==> src/rtl/dma_chain_pkg.sv <==
package dma_chain_pkg;

  // Word indices of the register window (byte offset / 4).
  localparam int IDX_CSR = 0;
  localparam int IDX_ACR = 1;
  localparam int IDX_BCR = 2;
  localparam int IDX_ISR = 3;
  localparam int IDX_LAR = 4;

  // Control word bit positions.
  localparam int CSR_INT_EN = 0;
  localparam int CSR_FLUSH  = 1;
  localparam int CSR_DIR    = 3;
  localparam int CSR_EN     = 4;
  localparam int CSR_TC_DIS = 5;
  localparam int CSR_CHAIN  = 8;

  typedef enum logic [2:0] {
    ST_IDLE,
    ST_FETCH_LEN,
    ST_FETCH_ADDR,
    ST_START,
    ST_XFER,
    ST_WAIT
  } seqState_e;

  // Strobes from sequencer to register datapath.
  typedef struct packed {
    logic setDmaOn;
    logic finish;
    logic popLen;
    logic popAddr;
    logic countStep;
  } seqStrobe_t;

  // Status from register datapath to sequencer.
  typedef struct packed {
    logic addrLoaded;
    logic startChain;
    logic dmaEn;
    logic errPending;
    logic bcntZero;
    logic flushHit;
    logic dmaOn;
  } regStatus_t;

endpackage

==> src/rtl/dma_chain_regs.sv <==
module dma_chain_regs
  import dma_chain_pkg::*;
#(
  parameter int ADDR_QW_W  = 29,
  parameter int BCNT_QW_W  = 14,
  parameter int LADDR_QW_W = 22,
  parameter int REG_AW     = 20
) (
  input  logic                    clk,
  input  logic                    rstN,
  input  logic                    regWr,
  input  logic                    regRd,
  input  logic [REG_AW-1:0]       regAddr,
  input  logic [31:0]             regWdata,
  output logic [31:0]             regRdata,
  input  logic [31:0]             descData,
  input  logic                    errPulse,
  input  logic                    errClear,
  input  seqStrobe_t              strobe,
  output regStatus_t              status,
  output logic                    irq,
  output logic                    dirSdramToPci,
  output logic [ADDR_QW_W+2:0]    pciAddr,
  output logic [LADDR_QW_W+2:0]   localAddr
);

  localparam int ACR_W = ADDR_QW_W + 3;
  localparam int BCR_W = BCNT_QW_W + 3;
  localparam int LAR_W = LADDR_QW_W + 3;
  localparam int IDX_W = REG_AW - 3;

  logic [IDX_W-1:0] wordIdx;
  logic inRegSpace;
  logic hitCsr, hitAcr, hitBcr, hitIsr, hitLar;
  logic wrCsr, wrAcr, wrBcr, wrLar, rdIsr, flushHit;

  logic intEn, dirBit, dmaEn, tcDis, chainEn, dmaOn;
  logic addrLoaded, startChain, termCount, intPending, errPending;
  logic [ADDR_QW_W-1:0]  acrQw;
  logic [BCNT_QW_W-1:0]  bcrQw;
  logic [LADDR_QW_W-1:0] larQw;
  logic bcntZero;

  assign inRegSpace = ~regAddr[REG_AW-1];
  assign wordIdx    = regAddr[REG_AW-2:2];
  assign hitCsr = inRegSpace && (wordIdx == IDX_W'(IDX_CSR));
  assign hitAcr = inRegSpace && (wordIdx == IDX_W'(IDX_ACR));
  assign hitBcr = inRegSpace && (wordIdx == IDX_W'(IDX_BCR));
  assign hitIsr = inRegSpace && (wordIdx == IDX_W'(IDX_ISR));
  assign hitLar = inRegSpace && (wordIdx == IDX_W'(IDX_LAR));

  assign wrCsr    = regWr && hitCsr;
  assign wrAcr    = regWr && hitAcr;
  assign wrBcr    = regWr && hitBcr;
  assign wrLar    = regWr && hitLar;
  assign rdIsr    = regRd && hitIsr;
  assign flushHit = wrCsr && regWdata[CSR_FLUSH];
  assign bcntZero = (bcrQw == '0);

  // Control fields written by software.
  always_ff @(posedge clk) begin
    if (!rstN) begin
      intEn <= 1'b0; dirBit <= 1'b0; dmaEn <= 1'b0; tcDis <= 1'b0; chainEn <= 1'b0;
    end else if (wrCsr) begin
      intEn   <= regWdata[CSR_INT_EN];
      dirBit  <= regWdata[CSR_DIR];
      dmaEn   <= regWdata[CSR_EN];
      tcDis   <= regWdata[CSR_TC_DIS];
      chainEn <= regWdata[CSR_CHAIN];
    end
  end

  // Engine status bits: completion and flush win over arming.
  always_ff @(posedge clk) begin
    if (!rstN) begin
      dmaOn <= 1'b0; addrLoaded <= 1'b0; startChain <= 1'b0;
      termCount <= 1'b0; intPending <= 1'b0; errPending <= 1'b0;
    end else begin
      if (flushHit || strobe.finish)   dmaOn <= 1'b0;
      else if (strobe.setDmaOn)        dmaOn <= 1'b1;

      if (flushHit || strobe.finish)   addrLoaded <= 1'b0;
      else if (wrAcr)                  addrLoaded <= 1'b1;

      if (flushHit || strobe.finish)   startChain <= 1'b0;
      else if (wrCsr && regWdata[CSR_CHAIN] && regWdata[CSR_EN]) startChain <= 1'b1;

      if (strobe.finish) begin
        termCount  <= 1'b1;
        intPending <= 1'b1;
      end else if (wrCsr || wrAcr || rdIsr) begin
        termCount  <= 1'b0;
        intPending <= 1'b0;
      end

      if (errPulse)      errPending <= 1'b1;
      else if (errClear) errPending <= 1'b0;
    end
  end

  // Counters over QWORD units.
  always_ff @(posedge clk) begin
    if (!rstN) begin
      acrQw <= '0; bcrQw <= '0; larQw <= '0;
    end else begin
      if (wrAcr)               acrQw <= regWdata[ACR_W-1:3];
      else if (strobe.popAddr) acrQw <= descData[ACR_W-1:3];
      else if (strobe.countStep && !bcntZero) acrQw <= acrQw + ADDR_QW_W'(1);

      if (wrBcr)               bcrQw <= regWdata[BCR_W-1:3];
      else if (strobe.popLen)  bcrQw <= descData[BCR_W-1:3];
      else if (strobe.countStep && !bcntZero) bcrQw <= bcrQw - BCNT_QW_W'(1);

      if (wrLar)               larQw <= regWdata[LAR_W-1:3];
      else if (strobe.countStep && !bcntZero) larQw <= larQw + LADDR_QW_W'(1);
    end
  end

  assign irq = intEn && ((termCount && !tcDis) || errPending);

  always_comb begin
    regRdata = '0;
    if (hitCsr)      regRdata = 32'({chainEn, 1'b0, dmaOn, tcDis, dmaEn, dirBit, 2'b00, intEn});
    else if (hitAcr) regRdata = 32'({acrQw, 3'b000});
    else if (hitBcr) regRdata = 32'({bcrQw, 3'b000});
    else if (hitIsr) regRdata = 32'({startChain, addrLoaded, termCount, irq, errPending, intPending});
  end

  assign status = '{addrLoaded: addrLoaded, startChain: startChain, dmaEn: dmaEn,
                    errPending: errPending, bcntZero: bcntZero, flushHit: flushHit,
                    dmaOn: dmaOn};
  assign dirSdramToPci = dirBit;
  assign pciAddr       = {acrQw, 3'b000};
  assign localAddr     = {larQw, 3'b000};

  // a completion strobe leaves terminal count and pending set, engine off
  p_finish_flags_r6: assert property (@(posedge clk) disable iff (!rstN)
    strobe.finish |=> (termCount && intPending && !dmaOn && !addrLoaded));

  // each counted step removes one QWORD from the byte count
  p_bcnt_step_r5: assert property (@(posedge clk) disable iff (!rstN)
    (strobe.countStep && !bcntZero && !wrBcr && !strobe.popLen)
      |=> (bcrQw == $past(bcrQw) - BCNT_QW_W'(1)));

  // an error event always leaves error pending set
  p_err_set_r9: assert property (@(posedge clk) disable iff (!rstN)
    errPulse |=> errPending);

endmodule

==> src/rtl/dma_chain_ctrl.sv <==
module dma_chain_ctrl
  import dma_chain_pkg::*;
(
  input  logic       clk,
  input  logic       rstN,
  input  regStatus_t status,
  input  logic       descEmpty,
  input  logic       xferPulse,
  input  logic       earlyTerm,
  input  logic       mstIdle,
  input  logic       sdramIdle,
  output seqStrobe_t strobe,
  output logic       descPop,
  output logic       mstReq,
  output logic       sdramStart
);

  seqState_e state, stateNext;
  logic mayStart;

  assign mayStart = status.dmaEn && !status.errPending;

  always_comb begin
    stateNext = state;
    strobe    = '0;
    unique case (state)
      ST_IDLE: begin
        if (status.startChain && mayStart) begin
          if (descEmpty) strobe.finish = 1'b1;
          else begin
            strobe.setDmaOn = 1'b1;
            stateNext = ST_FETCH_LEN;
          end
        end else if (status.addrLoaded && mayStart) begin
          strobe.setDmaOn = 1'b1;
          stateNext = ST_START;
        end
      end
      ST_FETCH_LEN: if (!descEmpty) begin
        strobe.popLen = 1'b1;
        stateNext = ST_FETCH_ADDR;
      end
      ST_FETCH_ADDR: if (!descEmpty) begin
        strobe.popAddr = 1'b1;
        stateNext = ST_START;
      end
      ST_START: stateNext = ST_XFER;
      ST_XFER: begin
        strobe.countStep = xferPulse;
        if (status.bcntZero) begin
          if (status.startChain && !descEmpty) stateNext = ST_FETCH_LEN;
          else begin
            strobe.finish = 1'b1;
            stateNext = ST_IDLE;
          end
        end else if (earlyTerm) stateNext = ST_WAIT;
      end
      ST_WAIT: begin
        if (status.bcntZero) begin
          if (status.startChain && !descEmpty) stateNext = ST_FETCH_LEN;
          else begin
            strobe.finish = 1'b1;
            stateNext = ST_IDLE;
          end
        end else if (mstIdle && sdramIdle) stateNext = ST_START;
      end
      default: stateNext = ST_IDLE;
    endcase
    if (status.flushHit) begin
      strobe    = '0;
      stateNext = ST_IDLE;
    end
  end

  always_ff @(posedge clk) begin
    if (!rstN) state <= ST_IDLE;
    else       state <= stateNext;
  end

  assign descPop    = strobe.popLen || strobe.popAddr;
  assign mstReq     = (state == ST_START);
  assign sdramStart = (state == ST_START);

  // the queue is never popped while empty
  p_pop_nonempty_r11: assert property (@(posedge clk) disable iff (!rstN)
    descPop |-> !descEmpty);

  // a request only goes out while the datapath reports DMA-on
  p_req_dmaon_r4: assert property (@(posedge clk) disable iff (!rstN)
    mstReq |-> status.dmaOn);

  // an armed, enabled, error-free engine turns on one cycle later
  p_arm_start_r4: assert property (@(posedge clk) disable iff (!rstN)
    (state == ST_IDLE && status.addrLoaded && status.dmaEn && !status.errPending &&
     !status.startChain && !status.flushHit) |=> status.dmaOn);

  // nothing starts while an error is pending
  p_err_blocks_r9: assert property (@(posedge clk) disable iff (!rstN)
    status.errPending |-> !strobe.setDmaOn);

  // no new request while either side still reports busy
  p_wait_idle_r10: assert property (@(posedge clk) disable iff (!rstN)
    (state == ST_WAIT && !(mstIdle && sdramIdle)) |=> !mstReq);

endmodule

==> src/rtl/dma_chain_engine.sv <==
module dma_chain_engine
  import dma_chain_pkg::*;
#(
  parameter int ADDR_QW_W  = 29,
  parameter int BCNT_QW_W  = 14,
  parameter int LADDR_QW_W = 22,
  parameter int REG_AW     = 20
) (
  input  logic                  clk,
  input  logic                  rstN,
  input  logic                  regWr,
  input  logic                  regRd,
  input  logic [REG_AW-1:0]     regAddr,
  input  logic [31:0]           regWdata,
  output logic [31:0]           regRdata,
  input  logic                  descEmpty,
  input  logic [31:0]           descData,
  output logic                  descPop,
  output logic                  mstReq,
  output logic                  sdramStart,
  input  logic                  xferPulse,
  input  logic                  earlyTerm,
  input  logic                  mstIdle,
  input  logic                  sdramIdle,
  input  logic                  errPulse,
  input  logic                  errClear,
  output logic                  irq,
  output logic                  dirSdramToPci,
  output logic [ADDR_QW_W+2:0]  pciAddr,
  output logic [LADDR_QW_W+2:0] localAddr
);

  seqStrobe_t strobe;
  regStatus_t status;

  dma_chain_regs #(
    .ADDR_QW_W(ADDR_QW_W), .BCNT_QW_W(BCNT_QW_W),
    .LADDR_QW_W(LADDR_QW_W), .REG_AW(REG_AW)
  ) uRegs (
    .clk(clk), .rstN(rstN), .regWr(regWr), .regRd(regRd), .regAddr(regAddr),
    .regWdata(regWdata), .regRdata(regRdata), .descData(descData),
    .errPulse(errPulse), .errClear(errClear), .strobe(strobe), .status(status),
    .irq(irq), .dirSdramToPci(dirSdramToPci), .pciAddr(pciAddr), .localAddr(localAddr)
  );

  dma_chain_ctrl uCtrl (
    .clk(clk), .rstN(rstN), .status(status), .descEmpty(descEmpty),
    .xferPulse(xferPulse), .earlyTerm(earlyTerm), .mstIdle(mstIdle),
    .sdramIdle(sdramIdle), .strobe(strobe), .descPop(descPop),
    .mstReq(mstReq), .sdramStart(sdramStart)
  );

endmodule

==> config.mk <==
export PLATFORM = sky130hd
export DESIGN_NAME = dma_chain_engine
export DESIGN_NICKNAME = d
export VERILOG_FILES = /design/src/rtl/dma_chain_pkg.sv /design/src/rtl/dma_chain_regs.sv /design/src/rtl/dma_chain_ctrl.sv /design/src/rtl/dma_chain_engine.sv
export SDC_FILE = /design/constraint.sdc
export NUM_CORES = 1
export LEC_CHECK = 0
export ABC_AREA = 1
export BUFFER_PORTS_ARGS = -buffer_cell sky130_fd_sc_hd__buf_2
export CORE_ASPECT_RATIO = 1.5
export CORE_UTILIZATION = 58
export CTS_CLUSTER_DIAMETER = 120
export DETAILED_ROUTE_END_ITERATION = 7
export PLACE_DENSITY = 0.91
export SLEW_MARGIN = 20
export SYNTH_ARGS = -nofsm -noshare
export SYNTH_HDL_FRONTEND = slang
export SYNTH_HIERARCHICAL = 1
export SYNTH_SLANG_ARGS = --single-unit
==> constraint.sdc <==
create_clock -name clk -period 6.3 [get_ports clk]
set_input_delay 1.26 -clock clk [delete_from_list [all_inputs] [get_ports clk]]
set_output_delay 1.26 -clock clk [all_outputs]
set_load 0.01 [all_outputs]
Word level (Yosys, flattened, before mapping)

Index checks and enable logic that the tools add are counted.

Flip-flop bits (word level): 78
Input port bits: 95
Output and inout bits: 94
Logic and storage cells: 116

Add/subtract/negate cells: 3
Eq/ne operators: 15
Multiplexer cells: 40
Bitwise gates (word level): 2
Reduce and logical (&&, ||, !) cells: 42

Operator list:

| operator                                                             | number |
|---|---|
| 32-bit 2-to-1 mux                                                    | 3 |
| 29-bit 2-to-1 mux                                                    | 3 |
| 22-bit 2-to-1 mux                                                    | 2 |
| 14-bit 2-to-1 mux                                                    | 3 |
| 17-bit by 2-bit == test with 1-bit output, second input constant     | 2 |
| 29-bit by 1-bit adder with 29-bit output, second input constant      | 1 |
| 3-bit 2-to-1 mux                                                     | 9 |
| 22-bit by 1-bit adder with 22-bit output, second input constant      | 1 |
| 1-bit logical AND                                                    | 21 |
| 3-bit one-hot mux with 6 select lines                                | 1 |
| 17-bit by 1-bit == test with 1-bit output, second input constant     | 1 |
| 17-bit by 3-bit == test with 1-bit output, second input constant     | 1 |
| 17-bit zero test                                                     | 1 |
| 1-bit 2-to-1 mux                                                     | 16 |
| 14-bit zero test                                                     | 1 |
| 14-bit by 1-bit subtractor with 14-bit output, second input constant | 1 |
| 3-bit by 2-bit == test with 1-bit output, second input constant      | 2 |
| 3-bit == test, second input constant                                 | 2 |
| 6-bit 2-to-1 mux                                                     | 1 |
| 3-bit != test, second input constant                                 | 2 |
| 6-bit AND reduction                                                  | 1 |
| 2-bit nonzero test                                                   | 3 |
| 3-bit nonzero test                                                   | 2 |
| 2-bit OR reduction                                                   | 3 |
| 10 further kinds                                                     | 19 |

Longest topological paths before layout

Word-level depth: 11
Depth in mapped cells: 18
Mapped depth without buffers: 17

By module

Netlist, hierarchy kept.

By module, submodules not included:

| module         | times used | cells an instance | area an instance (um2) |
|---|---|---|---|
| dma_chain_regs | 1          | 1070              | 6124.6 |
| dma_chain_ctrl | 1          | 70                | 392.9 |

Worst setup path before layout

No wires, ideal clock.

Path type: in2out
From: in regAddr[13]
To: out regRdata[10]
Data arrival time: 2481 ps
Data required time: 5040 ps
Setup slack: 2559 ps
Stages on the path: 9
Path buffers: 0
Cell sequence: nor2_1 -> nand2_1 -> nor2_4 -> nand2_2 -> nor2_1 -> nand2_2 -> inv_1 -> nor2_1 -> a211oi_1

Word-level cells in the longest chain between the ends: 5

RTL lines:

| item                                      | line                   | source |
|---|---|---|
| start, declared                           | dma_chain_engine.sv:13 | `input logic [REG_AW-1:0] regAddr,` |
| 17-bit by 2-bit == test with 1-bit output | dma_chain_regs.sv:48   | `assign hitBcr = inRegSpace && (wordIdx == IDX_W'(IDX_BCR));` |
| 1-bit logical AND                         | dma_chain_regs.sv:48   |  |
| 32-bit 2-to-1 mux                         | dma_chain_regs.sv:125  | `else if (hitBcr) regRdata = 32'({bcrQw, 3'b000});` |
| 32-bit 2-to-1 mux                         | dma_chain_regs.sv:124  | `else if (hitAcr) regRdata = 32'({acrQw, 3'b000});` |
| 32-bit 2-to-1 mux *                       | dma_chain_regs.sv:123  | `if (hitCsr) regRdata = 32'({chainEn, 1'b0, dmaOn, tcDis, dmaEn, dirBit, 2'b00, intEn});` |
| end, declared                             | dma_chain_engine.sv:15 | `output logic [31:0] regRdata,` |

Mark *: on every way between the ends. The rest lies on a longest branch, timed or not.

Worst setup path in the final report

From: in regAddr[18]
To: out regRdata[8]

The elaborated chain is that of the path after synthesis.

==> results.cfg <==
[timing]
rsz0062_at_grt = no
maxSlewHeadroom = 0.349
fin_crit_sh = 0.723
setup-tns-final_ns = 0
finalHoldViolCount = 0
worst_slew_pin_slew_ns = 0.970
setup_ws_ns = 1.75
max_freq_mhz = 220
setup_viol = 0
period_needed_ns = 4.55
slew_viol_final = 0
skew_ns = 0.0103

[floorplan]
rows = 47
dieArea_mm2 = 0.0117
die_y_um = 132
start_util = 0.592
ioPinCount = 189
die-width_um = 88.5
core_mm2 = 0.0110

[detailed_routing]
drc = 0
num_vias = 8321
dr.pass1.iters = 7
wl_per_cell_um = 15.6
first_iter_violations = 963
vias_per_cell = 5.79
ant_nets = 0
finalWirelength_um = 22400

[synth]
synthCells = 1139
synth_warnings = 6
syn_area_per_cell_um2 = 5.72
synthesis.area_mm2 = 0.00651

[final_layout]
area_delta_synth_final_pct = 17.2
multiInputGateArea_mm2 = 0.00418
layout-drive-gt1-share = 0.192
register_area_mm2 = 0.00156
fill_cells = 1066
layout.nets = 1384
antenna_cells = 0

[clocking]
cts_buffer_depth = 2
cts_tree = yes
clock_latency_ns = 0.35
root_buffer = clkbuf_16
clkSinkCount = 78
htree_num_levels = 3
postCtsSetupRepairBufs = 0
hold_buffers = 0
postCtsResizedCells = 0
cts_buffers = 9
clk_pin_slew_ns = 0.06

[power_and_ir_drop]
ir_drop_mv = 0.143
p_leak_nw = 3.52
powerDensity_mw_per_mm2 = 144
power_mw = 1.10

[placement]
io_buffers = 176
dp_worst_setup_slack_ns = 1.55
dpl.hpwl_um = 16400
gp_congestion = 0.969

[setup_path]
cp.arrival_ns = 3.29
crit_fanout = 16
critPathLaunch = regAddr[18]
start_kind = input port
timing.rr.end = uRegs/bcrQw[2]
worstSetupPathType = in -> out
endpoint = regRdata[8]
r2r_cells = 9
cp.required_ns = 5.04
cp-end-kind = output port
reg2reg_from = uCtrl/state[1]
r2r_slack_ns = 3.33

[global_route]
overflow = 0
antenna_found_initial = 0
track_usage = 0.385
use_met1 = 0.440
top_usage_layer = met2
grt_max_degree = 52
grt_pass1_wl_um = 35000
grtUsageMet2 = 0.650
met3_usage = 0.0695
grt_pass1_vias = 7465

[flow_run]
cap_violations = 0

[status]
outcome = finished, final reports clean

[hold_path]
hp-class = reg -> reg
layer usage:
metal / wire length (µm) / share of wire / up-vias
li1: - / - / 3931
met1: 8060 / 0.36 / 3735
met2: 11100 / 0.49 / 540
met3: 2040 / 0.091 / 115
met4: 1220 / 0.055 / 0
met5: 0 / 0 / -
critical path, cell delays in order:
cell and delay, ns:
buf_2 0.10, nor2_2 0.13, nand2_1 0.14, nor2_4 0.37, inv_1 0.14, nor2_1 0.37
inv_1 0.21, o21ai_0 0.35, inv_1 0.07, buf_2 0.14
state kept, by name, indices dropped and copies added (netlist names):
name                 flops
uRegs/dmaEn              1
uRegs/intPending         1
uRegs/chainEn            1
uCtrl/state              3
uRegs/errPending         1
uRegs/dmaOn              1
uRegs/bcrQw             14
uRegs/intEn              1
uRegs/larQw             22
uRegs/dirSdramToPci      1
uRegs/tcDis              1
uRegs/acrQw             29
uRegs/addrLoaded         1
uRegs/startChain         1
cell usage in the layout, fill, tap and decap left out, types with 4 or more instances in the layout:
cell type    n
a21oi_1     48
o22ai_1      7
inv_2        7
buf_2      176
xor2_1      13
o32ai_1      6
nand3_1     74
or2_2       16
nand3_2      4
clkbuf_16    9
dfxtp_1     78
nor3_1      25
inv_1      125
xnor2_1      7
o21ai_0     96
a31oi_1     13
nand2_2      7
nand2_1    299
o21ai_1      6
nor2_1     203
conb_1       6
nor2_4       8
nand4_1     12
worst min-delay path by stage:
stage                              from       endpoint  slack (ns)  cells after the start
final                       uRegs/intEn    uRegs/intEn        0.48                      2
after global routing      uRegs/chainEn  uRegs/chainEn        0.49                      2
after CTS                 uRegs/chainEn  uRegs/chainEn        0.47                      2
after detailed placement  uRegs/chainEn  uRegs/chainEn        0.47                      2
after global placement      uRegs/intEn    uRegs/intEn        0.46                      2
after floorplan           uRegs/chainEn  uRegs/chainEn        0.44                      2
stage by stage:
step	instance area, µm²	cells	hold WS (ns)	utilization
2_1_floorplan	6530	1144	0.442	-
3_3_place_gp	7330	1422	0.458	0.666
3_5_place_dp	7330	1422	0.465	0.666
4_1_cts	7630	1438	0.474	0.694
5_1_grt	7630	1438	0.493	0.694
6_report	7630	1438	0.479	0.694
where the power goes:
part | total (mW) | switching (mW) | internal [mW] | leakage [nW]
Combinational | 0.0630 | 0.0385 | 0.0245 | 2.75
Clock | 0.539 | 0.221 | 0.318 | 0.142
Sequential | 0.494 | 0.000397 | 0.494 | 0.628
Total | 1.10 | 0.260 | 0.836 | 3.52
area by class of cell:
| type | instances | area share |
|---|---|---|
| Timing Repair Buffer | 179 | 0.118 |
| Clock inverter | 5 | 0.00771 |
| Multi-Input combinational cell | 884 | 0.547 |
| Inverter | 134 | 0.0659 |
| Sequential cell | 78 | 0.205 |
| Clock buffer | 11 | 0.0318 |
| Tap cell | 147 | 0.0241 |
(Power assumes the default switching activity.)
